$ cat src/rtl/gpio_ovr_pkg.sv
package gpio_ovr_pkg;
    localparam int NBIDIR = 5;
    localparam int NPIN   = NBIDIR + 1;
    localparam int DW     = 8;
    localparam int AW     = 2;

    typedef enum logic [AW-1:0] {
        ADDR_PORT = 2'd0,
        ADDR_LAT  = 2'd1,
        ADDR_DIR  = 2'd2,
        ADDR_ANA  = 2'd3
    } reg_addr_e;
endpackage

$ cat src/rtl/gpio_sync.sv
module gpio_sync #(
    parameter int W = 6
) (
    input  logic         clk,
    input  logic         rst_n,
    input  logic [W-1:0] d,
    output logic [W-1:0] q
);
    logic [W-1:0] meta_q;
    logic [W-1:0] sync_q;

    always_ff @(posedge clk or negedge rst_n) begin
        if (!rst_n) begin
            meta_q <= '0;
            sync_q <= '0;
        end else begin
            meta_q <= d;
            sync_q <= meta_q;
        end
    end

    assign q = sync_q;

    a_r11_second_stage: assert property (@(posedge clk) disable iff (!rst_n)
        sync_q == $past(meta_q));
endmodule

$ cat src/rtl/gpio_regs.sv
module gpio_regs
    import gpio_ovr_pkg::*;
#(
    parameter int NB = NBIDIR
) (
    input  logic          clk,
    input  logic          rst_n,
    input  logic          wr,
    input  logic [AW-1:0] addr,
    input  logic [DW-1:0] wdata,
    input  logic [NB:0]   port_val,
    output logic [NB-1:0] lat_q,
    output logic [NB-1:0] dir_q,
    output logic [NB-1:0] ana_q,
    output logic [DW-1:0] rdata
);
    reg_addr_e sel;
    assign sel = reg_addr_e'(addr);

    always_ff @(posedge clk or negedge rst_n) begin
        if (!rst_n) begin
            lat_q <= '0;
            dir_q <= '1;
            ana_q <= '1;
        end else if (wr) begin
            unique case (sel)
                ADDR_LAT:  lat_q <= wdata[NB-1:0];
                ADDR_DIR:  dir_q <= wdata[NB-1:0];
                ADDR_ANA:  ana_q <= wdata[NB-1:0];
                ADDR_PORT: ;
            endcase
        end
    end

    always_comb begin
        rdata = '0;
        unique case (sel)
            ADDR_PORT: rdata[NB:0]   = port_val;
            ADDR_LAT:  rdata[NB-1:0] = lat_q;
            ADDR_DIR:  rdata[NB-1:0] = dir_q;
            ADDR_ANA:  rdata[NB-1:0] = ana_q;
        endcase
    end

    a_r6_dir_software_only: assert property (@(posedge clk) disable iff (!rst_n)
        !(wr && sel == ADDR_DIR) |=> $stable(dir_q));
    a_r2_lat_write: assert property (@(posedge clk) disable iff (!rst_n)
        (wr && sel == ADDR_LAT) |=> lat_q == $past(wdata[NB-1:0]));
    a_r2_port_write_inert: assert property (@(posedge clk) disable iff (!rst_n)
        (wr && sel == ADDR_PORT) |=> ($stable(lat_q) && $stable(ana_q)));
endmodule

$ cat src/rtl/gpio_pin_drv.sv
module gpio_pin_drv #(
    parameter int          NB        = 5,
    parameter logic [NB-1:0] PWM_MASK = 5'b00001,
    parameter logic [NB-1:0] TX_MASK  = 5'b00010,
    parameter int          SEG_PIN   = 4
) (
    input  logic          clk,
    input  logic          rst_n,
    input  logic [NB-1:0] lat_q,
    input  logic [NB-1:0] dir_q,
    input  logic [NB-1:0] per_out_en,
    input  logic [NB-1:0] per_out_data,
    input  logic [NB-1:0] per_force_out,
    input  logic [NB-1:0] per_force_in,
    input  logic          seg_en,
    input  logic          od_pwm_en,
    input  logic          od_tx_en,
    input  logic          shdn_active,
    output logic [NB-1:0] pad_out,
    output logic [NB-1:0] pad_oe,
    output logic [NB-1:0] pad_od
);
    for (genvar i = 0; i < NB; i++) begin : g_pin
        localparam bit IS_PWM = PWM_MASK[i];
        localparam bit IS_TX  = TX_MASK[i];
        localparam bit IS_SEG = (i == SEG_PIN);

        logic drv_val;
        logic want_oe;
        logic od_sel;
        logic kill_oe;

        always_comb begin
            drv_val = per_out_en[i] ? per_out_data[i] : lat_q[i];
            if (per_force_out[i])
                want_oe = 1'b1;
            else if (per_force_in[i])
                want_oe = 1'b0;
            else
                want_oe = ~dir_q[i];
            od_sel  = per_out_en[i] & ((IS_PWM & od_pwm_en) | (IS_TX & od_tx_en));
            kill_oe = (IS_SEG & seg_en) | (IS_PWM & shdn_active & per_out_en[i]);

            pad_od[i]  = od_sel;
            pad_out[i] = od_sel ? 1'b0 : drv_val;
            if (kill_oe)
                pad_oe[i] = 1'b0;
            else if (od_sel)
                pad_oe[i] = want_oe & ~drv_val;
            else
                pad_oe[i] = want_oe;
        end

        a_r9_od_drives_low: assert property (@(posedge clk) disable iff (!rst_n)
            (pad_od[i] && pad_oe[i]) |-> !pad_out[i]);
    end

    a_r10_shutdown_float: assert property (@(posedge clk) disable iff (!rst_n)
        (shdn_active && (per_out_en & PWM_MASK) != '0) |-> (pad_oe & PWM_MASK) == '0);
    a_r7_segment_owns_pin: assert property (@(posedge clk) disable iff (!rst_n)
        seg_en |-> !pad_oe[SEG_PIN]);
endmodule

$ cat src/rtl/gpio_port_ovr.sv
module gpio_port_ovr
    import gpio_ovr_pkg::*;
(
    input  logic              clk,
    input  logic              rst_n,
    input  logic              reg_wr,
    input  logic [AW-1:0]     reg_addr,
    input  logic [DW-1:0]     reg_wdata,
    output logic [DW-1:0]     reg_rdata,
    input  logic [NBIDIR-1:0] per_out_en,
    input  logic [NBIDIR-1:0] per_out_data,
    input  logic [NBIDIR-1:0] per_force_out,
    input  logic [NBIDIR-1:0] per_force_in,
    input  logic              seg_en,
    input  logic              rst_pin_off,
    input  logic              od_pwm_en,
    input  logic              od_tx_en,
    input  logic              shdn_active,
    input  logic [NPIN-1:0]   pad_in,
    output logic [NBIDIR-1:0] pad_out,
    output logic [NBIDIR-1:0] pad_oe,
    output logic [NBIDIR-1:0] pad_od,
    output logic [NPIN-1:0]   pin_sync
);
    localparam int SEG_PIN = NBIDIR - 1;

    logic [NBIDIR-1:0] lat_q, dir_q, ana_q;
    logic [NPIN-1:0]   port_val;
    logic [NBIDIR-1:0] seg_mask;

    gpio_sync #(.W(NPIN)) i_sync (
        .clk(clk), .rst_n(rst_n), .d(pad_in), .q(pin_sync)
    );

    always_comb begin
        seg_mask          = '0;
        seg_mask[SEG_PIN] = seg_en;
        port_val[NBIDIR-1:0] = pin_sync[NBIDIR-1:0] & ~ana_q & ~seg_mask;
        port_val[NBIDIR]     = pin_sync[NBIDIR] & rst_pin_off;
    end

    gpio_regs #(.NB(NBIDIR)) i_regs (
        .clk(clk), .rst_n(rst_n), .wr(reg_wr), .addr(reg_addr),
        .wdata(reg_wdata), .port_val(port_val),
        .lat_q(lat_q), .dir_q(dir_q), .ana_q(ana_q), .rdata(reg_rdata)
    );

    gpio_pin_drv #(.NB(NBIDIR), .SEG_PIN(SEG_PIN)) i_drv (
        .clk(clk), .rst_n(rst_n), .lat_q(lat_q), .dir_q(dir_q),
        .per_out_en(per_out_en), .per_out_data(per_out_data),
        .per_force_out(per_force_out), .per_force_in(per_force_in),
        .seg_en(seg_en), .od_pwm_en(od_pwm_en), .od_tx_en(od_tx_en),
        .shdn_active(shdn_active),
        .pad_out(pad_out), .pad_oe(pad_oe), .pad_od(pad_od)
    );

    a_r8_reset_pin_gate: assert property (@(posedge clk) disable iff (!rst_n)
        (!rst_pin_off && reg_addr == ADDR_PORT) |-> !reg_rdata[NBIDIR]);
    a_r3_port_upper_zero: assert property (@(posedge clk) disable iff (!rst_n)
        (reg_addr == ADDR_PORT) |-> reg_rdata[DW-1:NPIN] == '0);
endmodule

$ cat config.mk
export PLATFORM = sky130hd
export DESIGN_NAME = gpio_port_ovr
export DESIGN_NICKNAME = d
export VERILOG_FILES = /design/src/rtl/gpio_ovr_pkg.sv /design/src/rtl/gpio_sync.sv /design/src/rtl/gpio_regs.sv /design/src/rtl/gpio_pin_drv.sv /design/src/rtl/gpio_port_ovr.sv
export SDC_FILE = /design/constraint.sdc
export NUM_CORES = 1
export LEC_CHECK = 0
export BUFFER_PORTS_ARGS = -buffer_cell sky130_fd_sc_hd__buf_2
export CAP_MARGIN = 10
export CORE_ASPECT_RATIO = 1.1
export CORE_UTILIZATION = 43
export CTS_CLUSTER_DIAMETER = 50
export DETAILED_ROUTE_END_ITERATION = 6
export PLACE_DENSITY = 0.78
export SLEW_MARGIN = 20
export SYNTH_ARGS = -nofsm -noshare
export SYNTH_HDL_FRONTEND = slang
export SYNTH_SLANG_ARGS = --single-unit
$ cat constraint.sdc
create_clock -name clk -period 1.3 [get_ports clk]
set_input_delay 0.26 -clock clk [delete_from_list [all_inputs] [get_ports clk]]
set_output_delay 0.26 -clock clk [all_outputs]
set_load 0.005 [all_outputs]
Word level (Yosys, flattened, before mapping)
Cells that the tools add are included.
- multiplexer cells: 23
- bitwise logic cells: 17
- reduce and logical (&&, ||, !) cells: 4
- eq/ne operators: 3
- operators with widths (operator ; count):
    two-way mux 1 bit ; 22
    case mux 5 bit (4 select lines) ; 1
    AND 5 bit ; 2
    NOT 5 bit ; 2
    NOT 1 bit ; 7
    AND 1 bit ; 6
    AND reduction 2 bit ; 3
    == test 2 bit (second input constant) ; 2
    == test 2 x 1 -> 1 bit (second input constant) ; 1
    zero test 2 bit ; 1
- flip-flop bits (word level): 27
- output and inout bits: 29
- bits of input ports: 44
- word-level logic and storage cells: 52

Depth between registers and ports, before layout
- word-level depth: 6
- gate-level depth with buffers: 3
- depth with buffers taken out: 2

Hierarchy
From an unflattened synthesis, not the netlist that was laid out.
- cells, all modules: 93
- area, all modules: 1368.8 µm²
- by module, submodules not included (module ; cells each ; times used ; area each (µm²)):
    gpio_regs ; 44 ; 1 ; 779.5
    gpio_sync ; 12 ; 1 ; 300.3
    gpio_pin_drv ; 31 ; 1 ; 245.2
    gpio_port_ovr ; 6 ; 1 ; 43.8

Worst setup path after synthesis
OpenSTA, ideal clock, no wires.
- path type: reg2out
- from: register i_regs.ana_q[4]
- to: output reg_rdata[4]
- cell stages (with the launch flop): 3
- setup slack: 0.042 ns
- required time: 1.040 ns
- arrival: 0.998 ns
- cell sequence: dfstp_2 or4b_1 a22oi_1
- word-level cells in the longest chain between the ends: 4
- RTL lines (element ; line ; text):
    from (decl) ; gpio_regs.sv:14 ; output logic [NB-1:0] ana_q,
    from (signal assigned) ; gpio_regs.sv:29 ; ADDR_ANA: ana_q <= wdata[NB-1:0];
    NOT 5 bit ; gpio_port_ovr.sv:38 ; port_val[NBIDIR-1:0] = pin_sync[NBIDIR-1:0] & ~ana_q & ~seg_mask;
    AND 5 bit (2 in a row) ; gpio_port_ovr.sv:38 ;
    case mux 5 bit (4 select lines) (*) ; gpio_regs.sv:37 ; unique case (sel)
    to (decl) ; gpio_port_ovr.sv:9 ; output logic [DW-1:0] reg_rdata,
Mark *: on every way between the ends. The rest lies on a longest branch, timed or not.

Worst setup path after layout
- from: register i_regs.ana_q[3]
- to: output reg_rdata[3]
The elaborated chain is that of the path after synthesis.

==> results_dict.tcl <==
set metrics [dict create \
    p_int_mw 1.44 \
    root_buffer "clkbuf_4" \
    synthXorXnorAreaFrac_pct 0 \
    htreeDepth 1 \
    netlist_instances 94 \
    finalHoldViolations 0 \
    cts_tree "done" \
    grt_pass1_wl_um 3980 \
    maxSlewHeadroom_pct 62.2 \
    nets 214 \
    netlist_area_um2 1320 \
    ys_top_cells_by_area "dfrtp_1 32%, dfstp_2 20%, mux2_2 15%, buf_4 7.4%, mux4_2 6.8%" \
    cp_cell_sequence "nor2b_1 -> mux4_2 -> buf_2" \
    areaGrowthSynthToFinish_pct 34.9 \
    yosys.area.top_type "dfrtp_1" \
    cp.buffers_inverters 1 \
    placementRows 20 \
    synth_cell_types 25 \
    ant_nets 0 \
    synth-simple-area-share_pct 10.1 \
    grt.overflow.total 0 \
    layout_setup_ws_ps -466 \
    grt_setup_unrepaired "true" \
    grt_max_degree 28 \
    cp_slowest_cell "dfstp_2" \
    initial_core_util_pct 46.5 \
    drt-vias-per-instance 5.03 \
    syn_area_per_cell_um2 14.0 \
    pre_cts_slack_ps -152 \
    worstPathMaxFanout 2 \
    ys_seq_area_share_pct 52.3 \
    ys_seq_elements 27 \
    finalSetupViolCount 13 \
    synth_edf_count 0 \
    endpoint_kind "output port" \
    crit_family "flip-flops" \
    max_freq_mhz 566 \
    synth_top_family_by_area "multiplexers" \
    p_switching_uw 484 \
    synthTopCellsByCount "18 x mux2_2, 17 x dfrtp_1, 13 x buf_4, 10 x dfstp_2" \
    place_area_um2 1670 \
    synth_most_common_cell "mux2_2" \
    dieArea_um2 3290 \
    core_um2 2830 \
    clockBufferDepth 2 \
    port_buffers 64 \
    min_path_type "in2reg" \
    synth_fa_ha_area_share_pct 0 \
    fin_skew_ps 0.388 \
    place.gp.congestion 0.666 \
    first_iter_violations 11 \
    required_ps 1040 \
    worst_slew_pin_slew_ps 566 \
    status "finished with violations" \
    dr.pass1.iters 4 \
    peakVddDrop_mv 0.763 \
    cap_violations 0 \
    crit_path_start_kind "flip-flop" \
    violations "setup timing" \
    drc 0 \
    synth-compound-area-share_pct 5.51 \
    yosys_warnings 0 \
    clkLatencyLatePin_ps 320 \
    synth-async-reset-ratio_pct 100 \
    critPathKind "reg2out" \
    power_density_nw_per_um2 1080 \
    die_h_um 60.0 \
    pin_count 73 \
    cp_data_arrival_time_ps 1510 \
    clkTransAtPathRegs_ps 130 \
    cts_buffers 3 \
    synthMuxAreaShare_pct 23.0 \
    die_x_um 54.8 \
    maxSlewViolCount 0 \
    grt.total_usage_pct 17.7 \
    grt_pass1_vias 987 \
    nFillCells 241 \
    fin_crit_ps 1770 \
    swShare_pct 25.2 \
    fin_area_um2 1780 \
    synth_top_area_share_pct 32.3 \
    vias 1016 \
    pwr-share-seq_pct 55.5 \
    antennaDiodeCount 0 \
    ys.flop_type "dfrtp_1" \
    comb_power_share_pct 26.7 \
    pwr-share-clk_pct 17.9 \
    antenna_found_initial 0 \
    leakage_nw 0.893 \
    drive_gt1_share_pct 73.4 \
    clock_sinks 27 \
    finalCritPeriodShare_pct 136 \
    max_stage_delay_ps 560 \
    dp_hpwl_um 2140 \
    wl_per_cell_um 13.1 \
    finalWirelength_um 2640 \
]
metal layers:
| metal | vias to the layer above | track usage (%) | share of wire [%] |
|---|---|---|---|
| met3 | 9 | 1.78 | 5.5 |
| li1 | 470 | - | - |
| met5 | - | 0 | 0 |
| met2 | 48 | 32.5 | 53 |
| met1 | 489 | 19.0 | 38 |
| met4 | 0 | 9.52 | 3.0 |
worst register-to-register path, stage by stage, from the launching register on:
cell and delay, ps:
dfrtp_1 420, buf_4 140, mux2_2 250
placed cells by master, fill, tap and decap left out, drive strengths merged:
cell type / instances
mux4: 4
o21ai: 2
nor2b: 4
and2: 2
o21ba: 1
nor2: 3
a21o: 1
dlygate4sd3: 1
buf: 80
mux2i: 1
a22oi: 1
inv: 2
nand2: 1
nand3b: 4
o21bai: 2
dfrtp: 17
conb: 5
nand3: 1
nor3: 1
or4b: 1
clkbuf: 4
mux2: 18
dfstp: 10
a2bb2oi: 2
a21oi: 1
power groups by stage:
stage,Combinational [mW],Sequential (mW),Clock [mW]
floorplan,0.280,1.05,0
global placement,0.430,1.07,0
detailed placement,0.446,1.08,0
CTS,0.502,1.06,0.363
global route,0.566,1.08,0.378
finish,0.512,1.07,0.344
stage by stage:
step / std cells / TNS (ps) / util, % / total power, mW / hold slack (ps)
global route: 202 / -3580 / 62.8 / 2.03 / 15.6
global placement: 192 / -530 / 58.9 / 1.50 / 279
CTS: 202 / -3210 / 61.8 / 1.93 / 14.0
finish: 202 / -2980 / 62.8 / 1.92 / 28.2
floorplan: 98 / 0 / - / 1.33 / -35.6
detailed placement: 192 / -565 / 58.9 / 1.53 / 283
cells by family after synthesis:
kind of cell	after synthesis
other	1
DFF	27
buffers and inverters	16
AOI/OAI and AO/OA	10
and+or+nand+nor	17
muxes	23
registers in the layout (all words and copies together) (netlist names):
| signal | count |
|---|---|
| i_regs.ana_q | 5 |
| i_regs.dir_q | 5 |
| i_regs.lat_q | 5 |
| i_sync.q | 6 |
| i_sync.meta_q | 6 |
layout make-up:
cell class              instances  area (um2)  share of cell area (%)
well taps                      33        41.3                    2.33
repair buffers                 81         457                    25.7
clock buffers                   4        26.3                    1.48
inverters                       2        7.51                   0.423
multi-input cells              55         556                    31.3
flip-flops and latches         27         688                    38.8
path summary, 6_finish.rpt:
check	depth (start not counted)	to	slack, ps	startpoint
max	3	reg_rdata[3]	-470	i_regs.ana_q[3]$_DFFE_PN1P_
min	1	i_sync.meta_q[2]$_DFF_PN0_	30	pad_in[2]
max reg2reg	2	i_regs.lat_q[4]$_DFFE_PN0P_	390	i_regs.lat_q[4]$_DFFE_PN0P_
min reg2reg	0	i_sync.q[1]$_DFF_PN0_	360	i_sync.meta_q[1]$_DFF_PN0_
max in group asynchronous	2	i_regs.ana_q[1]$_DFFE_PN1P_	480	rst_n
min in group asynchronous	2	i_regs.lat_q[3]$_DFFE_PN0P_	440	rst_n
timing repair:
item / 4_1_cts / 5_1_grt
resized for setup: 3 / 7
endpoints found under the hold margin: 17 / 0
pin swaps: 1 / 5
hold buffers: 1 / 0
endpoints found under the setup margin: 15 / 15
setup buffers: 5 / 0
Note: power is estimated with default switching activity, not from simulation.
